===== config.mk =====
export PLATFORM = sky130hd
export DESIGN_NAME = lcd_com_timing
export DESIGN_NICKNAME = d
export VERILOG_FILES = /design/src/rtl/lcdt_pkg.sv /design/src/rtl/lcdt_clkdiv.sv /design/src/rtl/lcdt_seq.sv /design/src/rtl/lcd_com_timing.sv
export SDC_FILE = /design/constraint.sdc
export NUM_CORES = 1
export LEC_CHECK = 0
export CAP_MARGIN = 30
export CORE_AREA = 2 2 53 55
export CTS_CLUSTER_SIZE = 16
export DETAILED_ROUTE_END_ITERATION = 8
export DIE_AREA = 0 0 55 57
export PLACE_DENSITY = 0.76
export SLEW_MARGIN = 10
export SYNTH_ARGS = -nofsm -noshare
export SYNTH_HDL_FRONTEND = slang
export SYNTH_SLANG_ARGS = --single-unit

===== constraint.sdc =====
create_clock -name clk -period 2.6 [get_ports clk]
set_input_delay 0.78 -clock clk [delete_from_list [all_inputs] [get_ports clk]]
set_output_delay 0.78 -clock clk [all_outputs]
set_load 0.05 [all_outputs]

===== src/rtl/lcdt_pkg.sv =====
package lcdt_pkg;
  localparam int PRESC_W = 2;
  localparam int DIV_W   = 3;
  localparam int DUTY_W  = 3;
  localparam int IDX_W   = 3;
  localparam int NCOM_W  = IDX_W + 1;

  typedef enum logic {
    WAVE_FRAME_INV = 1'b0,
    WAVE_BIT_INV   = 1'b1
  } wave_e;

  typedef struct packed {
    logic [PRESC_W-1:0] presc;
    logic [DIV_W-1:0]   ckdiv;
    logic [DUTY_W-1:0]  duty;
    wave_e              wave;
  } lcdt_cfg_t;

  function automatic logic [NCOM_W-1:0] commons_of(input logic [DUTY_W-1:0] code);
    case (code)
      3'd1:    commons_of = NCOM_W'(2);
      3'd2:    commons_of = NCOM_W'(3);
      3'd3:    commons_of = NCOM_W'(4);
      3'd4:    commons_of = NCOM_W'(6);
      3'd5:    commons_of = NCOM_W'(8);
      default: commons_of = NCOM_W'(1);
    endcase
  endfunction
endpackage


===== src/rtl/lcdt_clkdiv.sv =====
module lcdt_clkdiv
  import lcdt_pkg::*;
#(
  parameter int BASE_LOG2 = 4
) (
  input  logic               clk,
  input  logic               rst_n,
  input  logic               run,
  input  logic [PRESC_W-1:0] presc,
  input  logic [DIV_W-1:0]   ckdiv,
  output logic               tick
);
  localparam int PCNT_W = BASE_LOG2 + (1 << PRESC_W) - 1;

  logic [PCNT_W-1:0] pre_q;
  logic [PCNT_W-1:0] pre_max;
  logic [DIV_W-1:0]  div_q;
  logic              pre_wrap;

  always_comb begin
    pre_max = '0;
    for (int i = 0; i < PCNT_W; i++) begin
      if (i < BASE_LOG2 + int'(presc)) pre_max[i] = 1'b1;
    end
  end

  assign pre_wrap = (pre_q == pre_max);
  assign tick     = run && pre_wrap && (div_q == ckdiv);

  always_ff @(posedge clk) begin
    if (!rst_n || !run) begin
      pre_q <= '0;
      div_q <= '0;
    end else if (pre_wrap) begin
      pre_q <= '0;
      div_q <= (div_q == ckdiv) ? '0 : div_q + 1'b1;
    end else begin
      pre_q <= pre_q + 1'b1;
    end
  end

  assert_pre_bound_R2: assert property (@(posedge clk) disable iff (!rst_n)
    pre_q <= pre_max);
  assert_div_bound_R2: assert property (@(posedge clk) disable iff (!rst_n)
    div_q <= ckdiv);
endmodule


===== src/rtl/lcdt_seq.sv =====
module lcdt_seq
  import lcdt_pkg::*;
(
  input  logic             clk,
  input  logic             rst_n,
  input  logic             run,
  input  logic             tick,
  input  lcdt_cfg_t        cfg_in,
  output lcdt_cfg_t        cfg_q,
  output logic [IDX_W-1:0] com_idx,
  output logic             phase_pol,
  output logic             frame_start,
  output logic             frame_tick
);
  logic [IDX_W-1:0]  com_q;
  logic [NCOM_W-1:0] ncom;
  logic              half_q;
  logic              fpar_q;
  logic              last_slot;
  logic              boundary;

  assign ncom      = commons_of(cfg_q.duty);
  assign last_slot = (NCOM_W'(com_q) == ncom - 1'b1) &&
                     ((cfg_q.wave == WAVE_FRAME_INV) || half_q);
  assign boundary  = tick && last_slot;

  always_ff @(posedge clk) begin
    if (!rst_n) begin
      com_q       <= '0;
      half_q      <= 1'b0;
      fpar_q      <= 1'b0;
      frame_start <= 1'b0;
      frame_tick  <= 1'b0;
      cfg_q       <= '0;
    end else if (!run) begin
      com_q       <= '0;
      half_q      <= 1'b0;
      fpar_q      <= 1'b0;
      frame_start <= 1'b0;
      frame_tick  <= 1'b0;
      cfg_q       <= cfg_in;
    end else begin
      frame_start <= 1'b0;
      frame_tick  <= 1'b0;
      if (boundary) begin
        com_q       <= '0;
        half_q      <= 1'b0;
        cfg_q       <= cfg_in;
        frame_start <= 1'b1;
        if (cfg_in.wave == WAVE_FRAME_INV) begin
          fpar_q     <= ~fpar_q;
          frame_tick <= fpar_q;
        end else begin
          fpar_q     <= 1'b0;
          frame_tick <= 1'b1;
        end
      end else if (tick) begin
        if (cfg_q.wave == WAVE_BIT_INV && !half_q) begin
          half_q <= 1'b1;
        end else begin
          half_q <= 1'b0;
          com_q  <= com_q + 1'b1;
        end
      end
    end
  end

  assign com_idx   = com_q;
  assign phase_pol = (cfg_q.wave == WAVE_BIT_INV) ? half_q : fpar_q;

  assert_idx_range_R3: assert property (@(posedge clk) disable iff (!rst_n)
    NCOM_W'(com_q) < ncom);
  assert_pol_hold_R5: assert property (@(posedge clk) disable iff (!rst_n)
    (run && !tick) |=> $stable(phase_pol));
  assert_cfg_hold_R8: assert property (@(posedge clk) disable iff (!rst_n)
    (run && !boundary) |=> $stable(cfg_q));
  assert_fs_single_R6: assert property (@(posedge clk) disable iff (!rst_n)
    frame_start |=> !frame_start);
  assert_fs_idx_R6: assert property (@(posedge clk) disable iff (!rst_n)
    frame_start |-> (com_q == '0));
  assert_ft_sub_R7: assert property (@(posedge clk) disable iff (!rst_n)
    frame_tick |-> (frame_start && !phase_pol));
endmodule


===== src/rtl/lcd_com_timing.sv =====
module lcd_com_timing
  import lcdt_pkg::*;
#(
  parameter int BASE_LOG2 = 4
) (
  input  logic               clk,
  input  logic               rst_n,
  input  logic               enable,
  input  logic               standby,
  input  logic               run_in_stby,
  input  logic [PRESC_W-1:0] presc_sel,
  input  logic [DIV_W-1:0]   clk_div,
  input  logic [DUTY_W-1:0]  duty_sel,
  input  logic               wave_sel,
  output logic [IDX_W-1:0]   com_idx,
  output logic               phase_pol,
  output logic               frame_start,
  output logic               frame_tick
);
  logic      run;
  logic      tick;
  lcdt_cfg_t cfg_in;
  lcdt_cfg_t cfg_q;

  assign run          = enable && (!standby || run_in_stby);
  assign cfg_in.presc = presc_sel;
  assign cfg_in.ckdiv = clk_div;
  assign cfg_in.duty  = duty_sel;
  assign cfg_in.wave  = wave_e'(wave_sel);

  lcdt_clkdiv #(.BASE_LOG2(BASE_LOG2)) u_clkdiv (
    .clk   (clk),
    .rst_n (rst_n),
    .run   (run),
    .presc (cfg_q.presc),
    .ckdiv (cfg_q.ckdiv),
    .tick  (tick)
  );

  lcdt_seq u_seq (
    .clk         (clk),
    .rst_n       (rst_n),
    .run         (run),
    .tick        (tick),
    .cfg_in      (cfg_in),
    .cfg_q       (cfg_q),
    .com_idx     (com_idx),
    .phase_pol   (phase_pol),
    .frame_start (frame_start),
    .frame_tick  (frame_tick)
  );

  assert_idle_R1: assert property (@(posedge clk) disable iff (!rst_n)
    !run |=> (com_idx == '0 && !phase_pol && !frame_start && !frame_tick));
endmodule


Word level (Yosys, flattened, before mapping)
Cells that the tools add are included.
{"block": "totals", "output_inout_bits": 6, "input_bits": 14, "wordCells": 71, "regBits": 26}
{"block": "classes", "muxes": 16, "n_reduce_logical": 18, "add_sub_neg": 5, "bitwise": 5, "eq_ne": 9, "n_lt_le_gt_ge": 7}
{"op": "$lt 4x32->1 const A", "count": 3}
{"op": "$lt 3x32->1 const A", "count": 2}
{"op": "$lt 2x32->1 const A", "count": 1}
{"op": "$pmux 4 s5", "count": 1}
{"op": "$mux 9", "count": 2}
{"op": "$mux 1", "count": 12}
{"op": "$add 7x1->7 const B", "count": 1}
{"op": "$eq 7x7->1", "count": 1}
{"op": "$add 3x1->3 const B", "count": 2}
{"op": "$eq 3x2->1 const B", "count": 2}
{"op": "$eq 3x3->1 const B", "count": 2}
{"op": "$logic_and 1x1->1", "count": 6}
{"op": "$not 1->1", "count": 5}
{"op": "$add 3x2->4 const A", "count": 1}
{"op": "$eq 3x4->1", "count": 1}
{"op": "$logic_not 1->1", "count": 4}
{"op": "$lt 1x4->1 const A", "count": 1}
{"op": "$reduce_and 2->1", "count": 2}
{"op": "$sub 4x1->4 const B", "count": 1}
{"op": "$eq 3x1->1 const B", "count": 1}
{"op": "$eq 3x3->1", "count": 1}
{"op": "$logic_or 1x1->1", "count": 3}
{"op": "$mux 3", "count": 1}
{"op": "$reduce_and 3->1", "count": 1}
{"op": "3 further kinds", "count": 3}

Longest topological paths before layout
Gate-level depths: netlist (run 1).
{"block": "logic_depth", "ltp_word": 9, "ltp_mapped": 9, "depth_no_buf": 8}

Hierarchy
A second synthesis (run 1) with hierarchy kept.
{"block": "unflattened", "cells_unflattened": 176, "hier_area_um2": 1606.5}
{"module": "lcdt_seq", "cells_each": 108, "area_each_um2": 1003.5, "instances": 1, "seq_area_each_um2": 320.3}
{"module": "lcdt_clkdiv", "cells_each": 66, "area_each_um2": 591.8, "instances": 1, "seq_area_each_um2": 200.2}
{"module": "lcd_com_timing", "cells_each": 2, "area_each_um2": 11.3, "instances": 1, "seq_area_each_um2": 0.0}

Worst setup path before layout (run 1)
Ideal clock, no wire load.
{"block": "synth_path", "path_kind": "input to register", "start": "input port run_in_stby", "end": "register u_seq.com_q[0], in the netlist u_seq.com_idx[0]", "arrival_time_ns": 2.047, "setup_time_ns": 0.069, "path_slack_ns": 0.484, "stages": 5, "n_path_buf": 0, "t_required_ns": 2.531, "path_cell_list": "inv_1 -> a221oi_1 -> or4b_4 -> or3_1 -> a21oi_2"}
{"block": "synth_between", "elab_chain_cells": 6, "word_cells_on_any_way": 8, "classes_between": "bitwise: 1; reduce/logical: 7"}
{"element": "start, declared", "line": "lcd_com_timing.sv:10", "source": "input logic run_in_stby,"}
{"element": "$logic_or 1x1->1 (*)", "line": "lcd_com_timing.sv:25", "source": "assign run = enable && (!standby || run_in_stby);"}
{"element": "$logic_and 1x1->1 (*)", "line": "lcd_com_timing.sv:25"}
{"element": "$logic_and 1x1->1 (2 in a row)", "line": "lcdt_clkdiv.sv:28", "source": "assign tick = run && pre_wrap && (div_q == ckdiv);"}
{"element": "$logic_and 1x1->1", "line": "lcdt_seq.sv:25", "source": "assign boundary = tick && last_slot;"}
{"element": "$reduce_or 3->1 (no source line)"}
{"element": "end signal, assigned", "line": "lcdt_seq.sv:62", "source": "com_q <= com_q + 1'b1;"}
{"element": "end, declared", "line": "lcdt_seq.sv:15", "source": "logic [IDX_W-1:0] com_q;"}
Every way passes the cells marked *; elsewhere a longest branch is shown, timed or not.
A chain may end at the register's enable or synchronous reset.

Final worst setup path (run 1)
{"block": "layout_path", "start": "register, netlist name u_seq.cfg_q[0]", "end": "output port phase_pol"}
{"block": "layout_between", "elab_chain_cells": 1}
{"element": "$mux 1", "line": "lcdt_seq.sv:69", "source": "assign phase_pol = (cfg_q.wave == WAVE_BIT_INV) ? half_q : fpar_q;"}
{"element": "end, declared", "line": "lcd_com_timing.sv:16", "source": "output logic phase_pol,"}
Every way passes these cells.

==> results.cfg, run 1 <==
[timing]
post-route-period-util_pct = 97.2
whs_ps = 468
rsz0062_at_grt = false
hold_violations = 0
fin_crit_ps = 2530
setup_viol = 0
fin_worst_skew_ps = 12.5
fmax_mhz = 395
finalMaxSlewViolations = 0
max-slew-margin-rel_pct = 67.0
worst-slew-pin-transition_ps = 494

[clock_network]
clock_latency_ps = 320
cts_tree = yes
cts_resized = 0
cts_htree_levels = 1
path_clk_slew_ps = 120
cts_num_sinks = 26
clockBufferDepth = 2
cts_setup_buffers = 0
cts_root_buffer = clkbuf_4
cts_hold_buf = 0
cts-buffers-inserted = 3

[die]
die_w_um = 55
die_h_um = 57
die_area_mm2 = 0.00314
core_mm2 = 0.00262
io_pins = 20
core.rowCount = 19
start_util_pct = 49.4

[logic_synthesis]
yosys-top-cells-area = dfxtp_1, nand2_1, mux2i_1, xnor2_1, nor2_1
synth_top_area_share_pct = 40.3
netlist_area_mm2 = 0.00129
synth_cells = 147
synth_seq_cells = 26
ys.warnings.count = 0
yosys.area.top_type = dfxtp_1
ys_types = 37
avgSynthCellArea_um2 = 8.79
syn-num-nets = 165
yosysSeqAreaShare_pct = 40.3

[layout]
drive_above_1_share_pct = 9.41
fillers = 239
diodes = 0
area_growth_pct = 20.8
fin_area_mm2 = 0.00156
final_nets = 190
final_cells = 201

[drt]
via_per_inst = 5.49
drtIter0Drc = 18
wl_um = 2510
dr.pass1.iters = 4
wl_per_cell_um = 12.5
drc_errors = 0
ant_nets = 0
vias = 1103

[global_route]
grt.total_usage_pct = 18.7
grt_max_degree = 14
top_usage_layer = met2
grt_antenna_before_repair = 0
grt_util_met2_pct = 31.8
grtUsageMet1_pct = 24.5
use_met3_pct = 2.36
grt_pass1_vias = 1088
grt_pass1_wl_um = 4470
grt_overflow = 0

[worst_setup_path]
cp.arrival_ps = 1750
crit_buf_inv = 1
criticalPathCategory = register to output pin
path_max_fanout = 3
crit_chain = mux2_2 > clkdlybuf4s50_1
critPathMaxStageDelay_ps = 700
critical_path.top_delay_family = buffers and inverters
critPathSlowestCell = clkdlybuf4s50_1
critPathCaptureType = output pin
r2r_slack_ps = 260
cp.required_ps = 1820
start_kind = register

[flow_run]
drv_cap = 0

[status]
status = complete, no violations

[power_and_ir_drop]
p_leak_nw = 0.578
powerDensity_mw_per_mm2 = 448
vdd_drop_max_mv = 0.367

[hold_path]
min_path_type = register to register

[place]
hpwl_um = 1960
post_dp_cell_area_mm2 = 0.00154
dp_cells = 198
gp_congestion = 0.749
portBuffers = 19
[cell usage after synthesis]
cell type,n
ha_1,4
or2_2,2
a21boi_1,1
a31oi_1,1
o2111ai_1,1
o21ai_0,3
dfxtp_1,26
a221oi_1,1
or3b_1,1
nand4b_1,2
or4b_4,1
mux2i_1,9
nand3b_1,3
mux2_2,1
and3_4,1
inv_1,4
nor2b_1,2
clkbuf_1,2
nand4_2,1
nor4_1,1
or3_1,1
nor4b_2,1
nand3_1,8
o2111a_2,1
xnor2_1,8
nand2_1,25
buf_2,1
o21a_1,1
nor3_1,3
o21ai_1,1
and3_1,1
a21oi_2,1
a21o_1,1
xor2_1,5
a21bo_1,1
a21oi_1,7
nor2_1,14
[power by group]
part / leakage [nW] / internal [mW] / switching [mW]
Clock: 0.0138 / 0.0543 / 0.111
Combinational: 0.353 / 0.0553 / 0.0577
Sequential: 0.212 / 0.410 / 0.0110
[area by class of cell]
type | instances | area [um^2] | share of cell area, %
sequential | 26 | 520 | 33.3
timing repair buffer | 23 | 220 | 14.1
inverter | 4 | 15.0 | 0.962
tap | 31 | 38.8 | 2.48
multi-input combinational | 114 | 744 | 47.7
clock buffer | 3 | 22.5 | 1.44
[routing by layer]
layer / up-vias / part of all wire (%)
met1: 516 / 47
met2: 25 / 48
met5: - / 0
met3: 4 / 4.1
met4: 0 / 1.1
li1: 558 / -
[cell usage in the layout (no fill, tap or decap), types with 2 or more instances in the layout]
master and count:
dfxtp_1 26, clkdlybuf4s50_1 19, a21oi_1 7, ha_1 4, nor2b_1 2, clkbuf_4 3, xnor2_1 8, nand2_1 25
xor2_1 5, nand3b_1 3, nor2_1 14, mux2i_1 9, nor3_1 3, inv_1 4, or2_2 2, buf_4 4
nand4b_1 2, o21ai_0 3, nand3_1 8
[cell families after synthesis]
family / after synthesis / share of synthesized area [%]
compound gates: 20 / 10.3
mux: 10 / 7.84
buf+inv: 7 / 2.13
simple gates: 67 / 26.8
xor+xnor: 13 / 8.81
flops: 26 / 40.3
fa+ha+maj: 4 / 3.87
[per-stage QoR]
step / power (mW) / TNS [ps] / utilization (%) / setup slack [ps]
after floorplan: 0.502 / 0 / - / 484
after global placement: 0.536 / -16.2 / 58.9 / -16.2
after detailed placement: 0.543 / -69.4 / 58.9 / -69.4
after CTS: 0.702 / 0 / 59.7 / 52.4
after global routing: 0.732 / 0 / 59.7 / 10.6
final: 0.699 / 0 / 59.7 / 71.5
[registers in the layout (all words and copies together) (netlist names)]
signal	flops
u_seq.cfg_q	9
u_clkdiv.pre_q	7
u_clkdiv.div_q	3
u_seq.com_idx	3
u_seq.fpar_q	1
u_seq.frame_start	1
u_seq.frame_tick	1
u_seq.half_q	1
[final timing paths]
path	end	startpoint	cells past startpoint
max reg2reg	u_seq.cfg_q[1]	u_seq.cfg_q[3]	9
min reg2reg	u_clkdiv.pre_q[0]	u_clkdiv.pre_q[0]	1
min	u_clkdiv.pre_q[0]	u_clkdiv.pre_q[0]	1
max	phase_pol	u_seq.cfg_q[0]	2
No activity file was read; power rests on OpenSTA's default activity.
==> run 2, diff against run 1 <==
==> constraint.sdc (replaced) <==
create_clock -name clk -period 2.6 [get_ports clk]
set_input_delay 0.52 -clock clk [delete_from_list [all_inputs] [get_ports clk]]
set_output_delay 0.52 -clock clk [all_outputs]
set_load 0.05 [all_outputs]
==> run 2 against run 1 <==
  * Sequential cell count unchanged
  * Register-to-register slack improved by 30 ps
  * Total power grew 15%
  * Die area is the same
  * Global-route usage is 0.30 points lower
  * Core utilization rose by 0.86 points
  * Critical path type is now register to register
  * Highest routed layer unchanged
==> results.cfg, run 2 (synthesis results as in run 1) <==
[status]
status = complete, no violations

[worst_setup_path]
critPathSlowestCell = dfxtp_1
ff2ff_path_depth = 9
crit_chain = nor2b_1 > or2_2 > ha_1 > xor2_1 > a21o_1 > o2111a_2 > a21boi_1 > buf_4 > mux2i_1
critPathMaxStageDelay_ps = 380
critPathCaptureType = register
start_kind = register
endpoint = u_seq.cfg_q[1]
cp.arrival_ps = 2560
criticalPathCategory = register to register
cp-startpoint = u_seq.cfg_q[3]
cp.required_ps = 2850
r2r_start = u_seq.cfg_q[3]
r2r_slack_ps = 290
reg2reg_to = u_seq.cfg_q[1]
path_max_fanout = 8

[clock_network]
clock_latency_ps = 310
cts_root_buffer = clkbuf_4
cts_num_sinks = 26
cts_tree = yes
cts_htree_levels = 1
path_clk_slew_ps = 140
cts_hold_buf = 0
clockBufferDepth = 2
cts_resized = 0
cts_setup_buffers = 0
cts-buffers-inserted = 3

[timing]
setup_viol = 0
hold_violations = 0
fin_tns_setup_ps = 0
finalMaxSlewViolations = 0
fin_worst_skew_ps = 3.14
max-slew-margin-rel_pct = 66.9
post-route-period-util_pct = 88.9
fin_crit_ps = 2310
fmax_mhz = 432
worst_slack_ps = 287
worst-slew-pin-transition_ps = 495
rsz0062_at_grt = false

[die]
die_h_um = 57
die_area_mm2 = 0.00314
core.rowCount = 19
die_w_um = 55
start_util_pct = 49.4
core_mm2 = 0.00262
io_pins = 20

[drt]
wl_um = 2510
wl_per_cell_um = 12.5
dr.pass1.iters = 4
drc_errors = 0
ant_nets = 0
drtIter0Drc = 18
vias = 1117
via_per_inst = 5.56

[power_and_ir_drop]
powerDensity_mw_per_mm2 = 508
p_comb_share_pct = 13.9
p_leak_nw = 0.588
vdd_drop_max_mv = 0.369
intPower_mw = 0.621
clockPowerShare_pct = 33.8
switching_share_pct = 22.8
p_sw_mw = 0.183
power.share.sequential_pct = 52.3

[layout]
largest_register_ffs = 9
drive_above_1_share_pct = 9.41
area_growth_pct = 22.6
final_cell_mix = dfxtp_1, nand2_1, clkdlybuf4s50_1, nor2_1, mux2i_1
reg_top3 = u_seq.cfg_q (9), u_clkdiv.pre_q (7)
diodes = 0
fin_area_mm2 = 0.00158
regMostFlops = u_seq.cfg_q
final_nets = 189
layout_commonest_cell = dfxtp_1

[place]
portBuffers = 19
gp_congestion = 0.737
dp_slack_ps = 176
post_dp_cell_area_mm2 = 0.00153
hpwl_um = 1930

[hold_path]
min_path_type = register to register

[global_route]
grt_pass1_wl_um = 4340
grt_max_degree = 16
grt_overflow = 0
grt_pass1_vias = 1087
grt.total_usage_pct = 18.4
grt_antenna_before_repair = 0

[flow_run]
drv_cap = 0
run 2: cell count changes in the layout (fill, tap and decap cells not counted):
| cell | delta |
|---|---|
| bufinv_16 | +1 |
| buf_4 | -1 |
run 2: stage by stage:
stage | instances | total power, mW | utilization [%] | hold slack (ps)
finish | 201 | 0.804 | 60.6 | 472
global route | 201 | 0.840 | 60.6 | 526
CTS | 201 | 0.809 | 60.6 | 472
detailed placement | 197 | 0.541 | 58.6 | 445
global placement | 197 | 0.536 | 58.6 | 424
floorplan | 147 | 0.502 | - | 418
run 2: worst max-delay path, delay by kind of cell, from the launching register on:
family / cells / cell delay [ps]
fa+ha+maj: 1 / 200
mux: 1 / 220
buf+inv: 1 / 240
compound gates: 3 / 580
simple gates: 2 / 470
flops: 1 / 380
xor+xnor: 1 / 160
run 2: per-layer routing:
metal / track usage (%) / routed length (um) / vias up
met5: 0 / 0 / -
met4: 5.92 / 59 / 0
met2: 33.0 / 1220 / 33
met3: 2.36 / 122 / 14
met1: 22.0 / 1110 / 510
li1: - / - / 560
run 2: power groups by stage:
stage	clock (mW)	sequential (mW)	combinational (mW)
after floorplan	0	0.427	0.0751
final	0.272	0.421	0.112
after global routing	0.291	0.423	0.126
after global placement	0	0.429	0.107
after CTS	0.276	0.421	0.112
after detailed placement	0	0.430	0.111
run 2: worst min path at each step:
stage / from / end / cells after the start
floorplan: u_clkdiv.pre_q[0] / u_clkdiv.pre_q[0] / 1
global placement: u_clkdiv.pre_q[0] / u_clkdiv.pre_q[0] / 1
detailed placement: u_clkdiv.pre_q[0] / u_clkdiv.pre_q[0] / 1
CTS: u_clkdiv.pre_q[0] / u_clkdiv.pre_q[0] / 1
global route: u_seq.cfg_q[5] / u_seq.cfg_q[5] / 2
finish: u_clkdiv.pre_q[0] / u_clkdiv.pre_q[0] / 1
run 2: cell type report:
type | instances | area [um^2]
fillers | 236 | 1030
multi-input cells | 114 | 744
flip-flops and latches | 26 | 520
repair buffers | 22 | 213
well taps | 31 | 38.8
clock inverters | 1 | 30.0
clock buffers | 3 | 22.5
inverters | 4 | 15.0
